--- config.mk ---
export PLATFORM = sky130hd
export DESIGN_NAME = log_shift_rotate
export DESIGN_NICKNAME = d
export VERILOG_FILES = /design/src/rtl/log_shift_pkg.sv /design/src/rtl/shift_op_decode.sv /design/src/rtl/shift_mux_stage.sv /design/src/rtl/log_shift_rotate.sv
export SDC_FILE = /design/constraint.sdc
export NUM_CORES = 1
export LEC_CHECK = 0
export ABC_AREA = 0
export BUFFER_PORTS_ARGS = -buffer_cell sky130_fd_sc_hd__buf_2
export CORE_ASPECT_RATIO = 0.9
export CORE_MARGIN = 5
export CORE_UTILIZATION = 60
export DETAILED_ROUTE_END_ITERATION = 16
export GPL_TIMING_DRIVEN = 0
export PLACE_DENSITY = 0.87
export SYNTH_ARGS = -nofsm -noshare
export SYNTH_HDL_FRONTEND = slang
export SYNTH_SLANG_ARGS = --single-unit
--- constraint.sdc ---
create_clock -name vclk -period 1.8
set_clock_uncertainty 0.2 [all_clocks]
set_input_delay 0.09 -clock vclk [all_inputs]
set_output_delay 0.09 -clock vclk [all_outputs]
set_load 0.03 [all_outputs]
--- src/rtl/log_shift_pkg.sv ---
package log_shift_pkg;

  typedef enum logic [2:0] {
    OP_SLL = 3'b000,
    OP_SRL = 3'b001,
    OP_SRA = 3'b010,
    OP_ROL = 3'b011,
    OP_ROR = 3'b100
  } shift_op_e;

  // Per-stage control shared by every mux stage
  typedef struct packed {
    logic active;   // stage may move data at all
    logic to_left;  // direction of movement
    logic wrap;     // fill from the opposite end
    logic sign_ext; // fill with the original sign bit
  } stage_ctrl_t;

  function automatic stage_ctrl_t decode_shift_op(input logic [2:0] code);
    stage_ctrl_t c;
    c = '0;
    case (code)
      OP_SLL: begin c.active = 1'b1; c.to_left = 1'b1; end
      OP_SRL: begin c.active = 1'b1; end
      OP_SRA: begin c.active = 1'b1; c.sign_ext = 1'b1; end
      OP_ROL: begin c.active = 1'b1; c.to_left = 1'b1; c.wrap = 1'b1; end
      OP_ROR: begin c.active = 1'b1; c.wrap = 1'b1; end
      default: c = '0;
    endcase
    return c;
  endfunction

endpackage

--- src/rtl/shift_op_decode.sv ---
module shift_op_decode
  import log_shift_pkg::*;
(
  input  logic [2:0]  op_sel,
  output stage_ctrl_t ctrl
);

  always_comb begin
    ctrl = decode_shift_op(op_sel);
  end

  always_comb begin

    sra_exclusive_chk: assert (!(ctrl.sign_ext && (ctrl.to_left || ctrl.wrap)))
      else $error("sign fill combined with left or wrap");

    undefined_idle_chk: assert (!(op_sel > 3'b100) || !ctrl.active)
      else $error("undefined code enabled a stage");
  end

endmodule

--- src/rtl/shift_mux_stage.sv ---
module shift_mux_stage
  import log_shift_pkg::*;
#(
  parameter int WIDTH = 8,
  parameter int DIST  = 1
) (
  input  logic [WIDTH-1:0] stage_in,
  input  logic             move_sel,
  input  stage_ctrl_t      ctrl,
  input  logic             sign_bit,
  output logic [WIDTH-1:0] stage_out
);

  logic [DIST-1:0]  fill_low;
  logic [DIST-1:0]  fill_high;
  logic [WIDTH-1:0] moved_left;
  logic [WIDTH-1:0] moved_right;
  logic             take_move;

  always_comb begin
    fill_low  = ctrl.wrap ? stage_in[WIDTH-1 -: DIST] : '0;
    if (ctrl.wrap)          fill_high = stage_in[DIST-1:0];
    else if (ctrl.sign_ext) fill_high = {DIST{sign_bit}};
    else                    fill_high = '0;
    moved_left  = {stage_in[WIDTH-1-DIST:0], fill_low};
    moved_right = {fill_high, stage_in[WIDTH-1:DIST]};
    take_move   = move_sel & ctrl.active;
    stage_out   = take_move ? (ctrl.to_left ? moved_left : moved_right) : stage_in;
  end

  always_comb begin

    stage_wrap_count_chk: assert (!(take_move && ctrl.wrap) ||
                                  ($countones(stage_out) == $countones(stage_in)))
      else $error("wrapping stage changed bit count");
  end

endmodule

--- src/rtl/log_shift_rotate.sv ---
module log_shift_rotate
  import log_shift_pkg::*;
#(
  parameter int WIDTH = 8,
  localparam int AMT_W = $clog2(WIDTH)
) (
  input  logic [WIDTH-1:0] data_in,
  input  logic [AMT_W-1:0] shamt,
  input  logic [2:0]       op_sel,
  output logic [WIDTH-1:0] data_out
);

  stage_ctrl_t                ctrl;
  logic [AMT_W:0][WIDTH-1:0]  chain;
  logic                       orig_sign;

  assign orig_sign = data_in[WIDTH-1];
  assign chain[0]  = data_in;

  shift_op_decode u_decode (
    .op_sel (op_sel),
    .ctrl   (ctrl)
  );

  for (genvar k = 0; k < AMT_W; k++) begin : g_stage
    shift_mux_stage #(
      .WIDTH (WIDTH),
      .DIST  (2 ** k)
    ) u_stage (
      .stage_in  (chain[k]),
      .move_sel  (shamt[k]),
      .ctrl      (ctrl),
      .sign_bit  (orig_sign),
      .stage_out (chain[k+1])
    );
  end

  assign data_out = chain[AMT_W];

  // Masks of the lowest / highest n bit positions
  function automatic logic [WIDTH-1:0] low_ones(input logic [AMT_W-1:0] n);
    logic [WIDTH-1:0] m;
    m = '0;
    for (int i = 0; i < WIDTH; i++) if (i < int'(n)) m[i] = 1'b1;
    return m;
  endfunction

  function automatic logic [WIDTH-1:0] high_ones(input logic [AMT_W-1:0] n);
    logic [WIDTH-1:0] m;
    m = '0;
    for (int i = 0; i < WIDTH; i++) if (i >= WIDTH - int'(n)) m[i] = 1'b1;
    return m;
  endfunction

  always_comb begin
    if (op_sel == OP_SLL) begin

      sll_fill_chk: assert ((data_out & low_ones(shamt)) == '0)
        else $error("left shift fill not zero");
    end
    if (op_sel == OP_SRL) begin

      srl_fill_chk: assert ((data_out & high_ones(shamt)) == '0)
        else $error("right shift fill not zero");
    end
    if (op_sel == OP_SRA) begin

      sra_fill_chk: assert ((data_out & high_ones(shamt)) ==
                            (data_in[WIDTH-1] ? high_ones(shamt) : '0))
        else $error("arithmetic fill not sign");
    end
    if (op_sel == OP_ROL || op_sel == OP_ROR) begin

      rot_popcount_chk: assert ($countones(data_out) == $countones(data_in))
        else $error("rotate changed bit count");
    end
    if (op_sel > 3'b100) begin

      passthru_chk: assert (data_out == data_in)
        else $error("undefined code altered data");
    end
    if (shamt == '0) begin

      zero_amt_chk: assert (data_out == data_in)
        else $error("zero amount altered data");
    end
  end

endmodule

==> results of run 1 <==
==> metrics by stage <==
step	setup WS [ns]	hold slack, ns	util, %
after CTS	-0.3257	0.6154	93.46
after floorplan	-0.04479	0.3702	-
after detailed placement	-0.5558	0.6501	71.91
after global placement	-0.4677	0.6232	71.91
==> repair_timing <==
action,in CTS
pin swaps,22
gates cloned,4
setup endpoints to repair,8
resized for setup,59
hold buffers,0
buffers inserted,17
==> cell usage after synthesis, types with 2 or more instances <==
library cell | count | area [um^2]
nand2_1 | 21 | 78.83
nand2b_1 | 5 | 31.28
mux2_2 | 2 | 22.52
o2bb2ai_1 | 3 | 26.28
o22ai_1 | 3 | 18.77
o21ai_1 | 2 | 10.01
a211oi_1 | 5 | 37.54
a2bb2oi_1 | 3 | 26.28
a21boi_0 | 2 | 15.01
nor3_1 | 4 | 20.02
o211ai_1 | 3 | 22.52
nor2_4 | 2 | 22.52
a221o_1 | 2 | 20.02
buf_4 | 4 | 30.03
a221oi_2 | 2 | 30.03
nor2b_1 | 4 | 25.02
a21oi_1 | 20 | 100.1
buf_2 | 5 | 25.02
nor3b_1 | 3 | 22.52
nor2_1 | 11 | 41.29
nand3_1 | 9 | 45.04
o21ai_0 | 11 | 55.05
or3_1 | 3 | 18.77
buf_6 | 4 | 45.04
inv_1 | 4 | 15.01
o21a_1 | 2 | 15.01
mux2i_1 | 5 | 50.05
clkbuf_1 | 6 | 22.52
or2_2 | 4 | 25.02
a32oi_1 | 4 | 35.03
a31oi_1 | 3 | 18.77
==> logic make-up after synthesis <==
| family | count (synthesis) | share of synthesized area [%] |
|---|---|---|
| multiplexers | 7 | 5.967 |
| AO/OA/AOI/OAI | 78 | 45.06 |
| XOR/XNOR | 3 | 4.322 |
| adder cells (fa/ha/maj) | 2 | 1.749 |
| AND/OR/NAND/NOR | 72 | 30.97 |
| buffers and inverters | 24 | 11.93 |
==> impl_metrics.py, run 1 <==
metrics = {
    "status": {
        "status": "did not finish",
        "haltStage": "global routing",
        "stop_error": "[ERROR DPL-0038] Utilization greater than 100%, impossible to legalize",
    },
    "global_routing": {
        "grt_max_degree": 11,
    },
    "placement": {
        "dp.cells": 227,
        "gp_congestion": 1.019,
        "portBuffers": 16,
        "dp_hpwl_um": 3322,
        "placed_area_mm2": 0.001390,
    },
    "logic_synthesis": {
        "synth_cell_types": 56,
        "avgSynthCellArea_um2": 6.539,
        "synthCells": 186,
        "syn_nets": 200,
        "yosysWarnings": 0,
        "syn-cell-area_mm2": 0.001216,
        "ys_seq_area_share_pct": 0,
    },
    "floorplanning": {
        "dieHeight_um": 52.71,
        "num_io_pins": 22,
        "start_util_pct": 62.91,
        "chipWidth_um": 57.46,
        "placement_rows": 15,
    },
    "timing": {
        "worst_endpoint": "data_out[5]",
        "endpoint_type": "output port",
    },
}
==> run 2, diff against run 1 <==
CORE_AREA = 5 5 66 68   (was default)
CORE_ASPECT_RATIO = default   (was 0.9)
CORE_MARGIN = default   (was 5)
CORE_UTILIZATION = default   (was 60)
DIE_AREA = 0 0 71 73   (was default)
PLACE_DENSITY = default   (was 0.87)
PLACE_DENSITY_LB_ADDON = 0.15   (was default)
==> impl_metrics.py, run 2 <==
metrics = {
    "critical_path": {
        "endpoint_kind": "output pin",
        "cp-start-kind": "input port",
        "cp_max_fo": 9,
        "max_stage_delay_ns": 0.37,
        "crit_chain": "clkbuf_1 -> mux2i_1 -> a21oi_1 -> or2_2 -> a32oi_2 -> a21oi_1 -> or3_4 -> buf_6",
        "crit_family": "simple AND/OR/NAND/NOR gates",
        "crit_path_start": "data_in[6]",
        "cp_slowest_cell": "or3_4",
        "crit_path_frequent_cell": "a21oi_1",
        "crit_type": "in2out",
        "cp_data_required_time_ns": 1.51,
        "arrival_ns": 1.78,
        "critPathBufInv": 2,
    },
    "status": {
        "status": "finished with violations",
        "violations": "setup timing",
    },
    "logic_synthesis": {
        "syn_nets": 200,
        "syn-cell-area_mm2": 0.001216,
        "yosys.area.top_type": "a21oi_1",
        "synth_area_leaders": "a21oi_1, nand2_1, o21ai_0, mux2i_1, nand3_1",
        "synth_cell_types": 56,
        "yosysWarnings": 0,
        "synthCells": 186,
        "synthTopCellsByCount": "nand2_1, a21oi_1, nor2_1, o21ai_0, nand3_1",
        "avgSynthCellArea_um2": 6.539,
        "yosysMostFrequentCell": "nand2_1",
        "ys_seq_area_share_pct": 0,
        "synth.top_cell.area_share_pct": 8.230,
    },
    "placement": {
        "dpl_worst_slack_ns": -0.5387,
        "dp_hpwl_um": 3437,
        "portBuffers": 16,
        "gp_congestion": 0.9029,
        "dp.cells": 252,
    },
    "cells_and_area": {
        "n_clock_buffer": 0,
        "final_common_cell": "buf_4",
        "n_antenna_cell": 0,
        "drive_gt1_share_pct": 53.85,
        "most-common-layout-cells": "buf_4, nand2_1, a21oi_1, buf_6, nor2_1",
        "fin_util_pct": 56.19,
        "area_delta_synth_final_pct": 75.51,
        "regArea_um2": 0,
        "final_nets": 250,
        "n_sequential_cell": 0,
        "instances_no_fill": 284,
    },
    "hold_path": {
        "hp-start": "shamt[1]",
        "min_path_type": "in2out",
    },
    "floorplanning": {
        "num_io_pins": 22,
        "placement_rows": 23,
        "coreArea_mm2": 0.003799,
        "dieHeight_um": 73,
        "start_util_pct": 32.02,
        "die_area_mm2": 0.005183,
        "chipWidth_um": 71,
    },
    "timing": {
        "hold_viol_final": 0,
        "fmax_mhz": 482.1,
        "tightest_slew_ns": 0.4962,
        "post-route-min-period_ns": 2.074,
        "grt_setup_unrepaired": "yes",
        "relSlewSlack_pct": 66.92,
        "worst_slack_ns": -0.2742,
        "finalMaxSlewViolations": 0,
        "finalCritPeriodShare_pct": 115.2,
        "setup_tns_ns": -1.749,
        "setup_viol": 8,
    },
    "pwr": {
        "leakagePower_nw": 0.8353,
        "power_density_mw_per_mm2": 356.5,
        "total_power_uw": 761.0,
        "ir_drop_uv": 142.8,
    },
    "drt": {
        "first_pass_iters": 5,
        "wl_per_cell_um": 19.03,
        "route.detailed.drc": 0,
        "ant_nets": 0,
        "vias": 1770,
        "drt-initial-drc-count": 143,
        "drt_wl_total_um": 5404,
        "drt-vias-per-instance": 6.232,
    },
    "global_routing": {
        "grt_antenna_before_repair": 0,
        "grt_max_degree": 11,
        "grt-ovfl-total": 0,
        "grt_use_total_pct": 19.55,
        "grt_pass1_vias": 1660,
        "grt_pass1_wl_um": 8280,
    },
    "flow_run": {
        "cap_violations": 0,
    },
}
run 2: cell counts after synthesis:
Identical to the previous run, type by type.
run 2: what timing repair did:
item / 4_1_cts / 5_1_grt
hold buffers: 0 / 0
buffers inserted: 25 / 6
pin swaps: 35 / 17
setup endpoints to repair: 8 / 8
gates cloned: 1 / 1
gates resized for setup: 84 / 36
run 2: cell type report:
type	count	area, um^2
Buffer	20	220.2
Fill cell	360	1664
Inverter	4	18.77
Multi-Input combinational cell	162	1373
Tap cell	50	62.56
Timing Repair Buffer	48	460.4
run 2: logic make-up after synthesis:
group	count (synthesis)	synth area share, %
buf+inv	24	11.93
compound gates	78	45.06
simple gates	72	30.97
xor+xnor	3	4.322
mux	7	5.967
fa+ha+maj	2	1.749
run 2: worst paths after layout:
check,to,slack [ns],cells past startpoint
worst min-delay path,data_out[2],0.62,4
worst max-delay path,data_out[0],-0.27,8
run 2: per-stage QoR:
step / cell area [um^2] / hold slack, ns
final: 2135 / 0.6219
after global routing: 2135 / 0.6569
after CTS: 1981 / 0.6288
after detailed placement: 1421 / 0.6258
after global placement: 1421 / 0.6259
after floorplan: 1279 / 0.3702
run 2: power breakdown:
part	internal, mW	leakage [nW]	switching (mW)
clock network	0	0	0
logic	0.366	0.835	0.395
registers	0	0	0
total	0.366	0.835	0.395
run 2: tightest hold or removal path, cell delays in order:
cell	delay, ns
clkbuf_2	0.21
a31oi_1	0.19
or3_4	0.13
buf_6	0.12
run 2: per-layer routing:
| layer | vias up | global-route usage, % | share of wire [%] | routed length, um |
|---|---|---|---|---|
| li1 | 807 | - | - | - |
| met1 | 843 | 26.11 | 41 | 2209 |
| met2 | 99 | 34.29 | 48 | 2604 |
| met3 | 21 | 1.240 | 6.6 | 356 |
| met4 | 0 | 4.802 | 4.3 | 234 |
| met5 | - | 0 | 0 | 0 |
No activity file was read; power rests on OpenSTA's default activity.
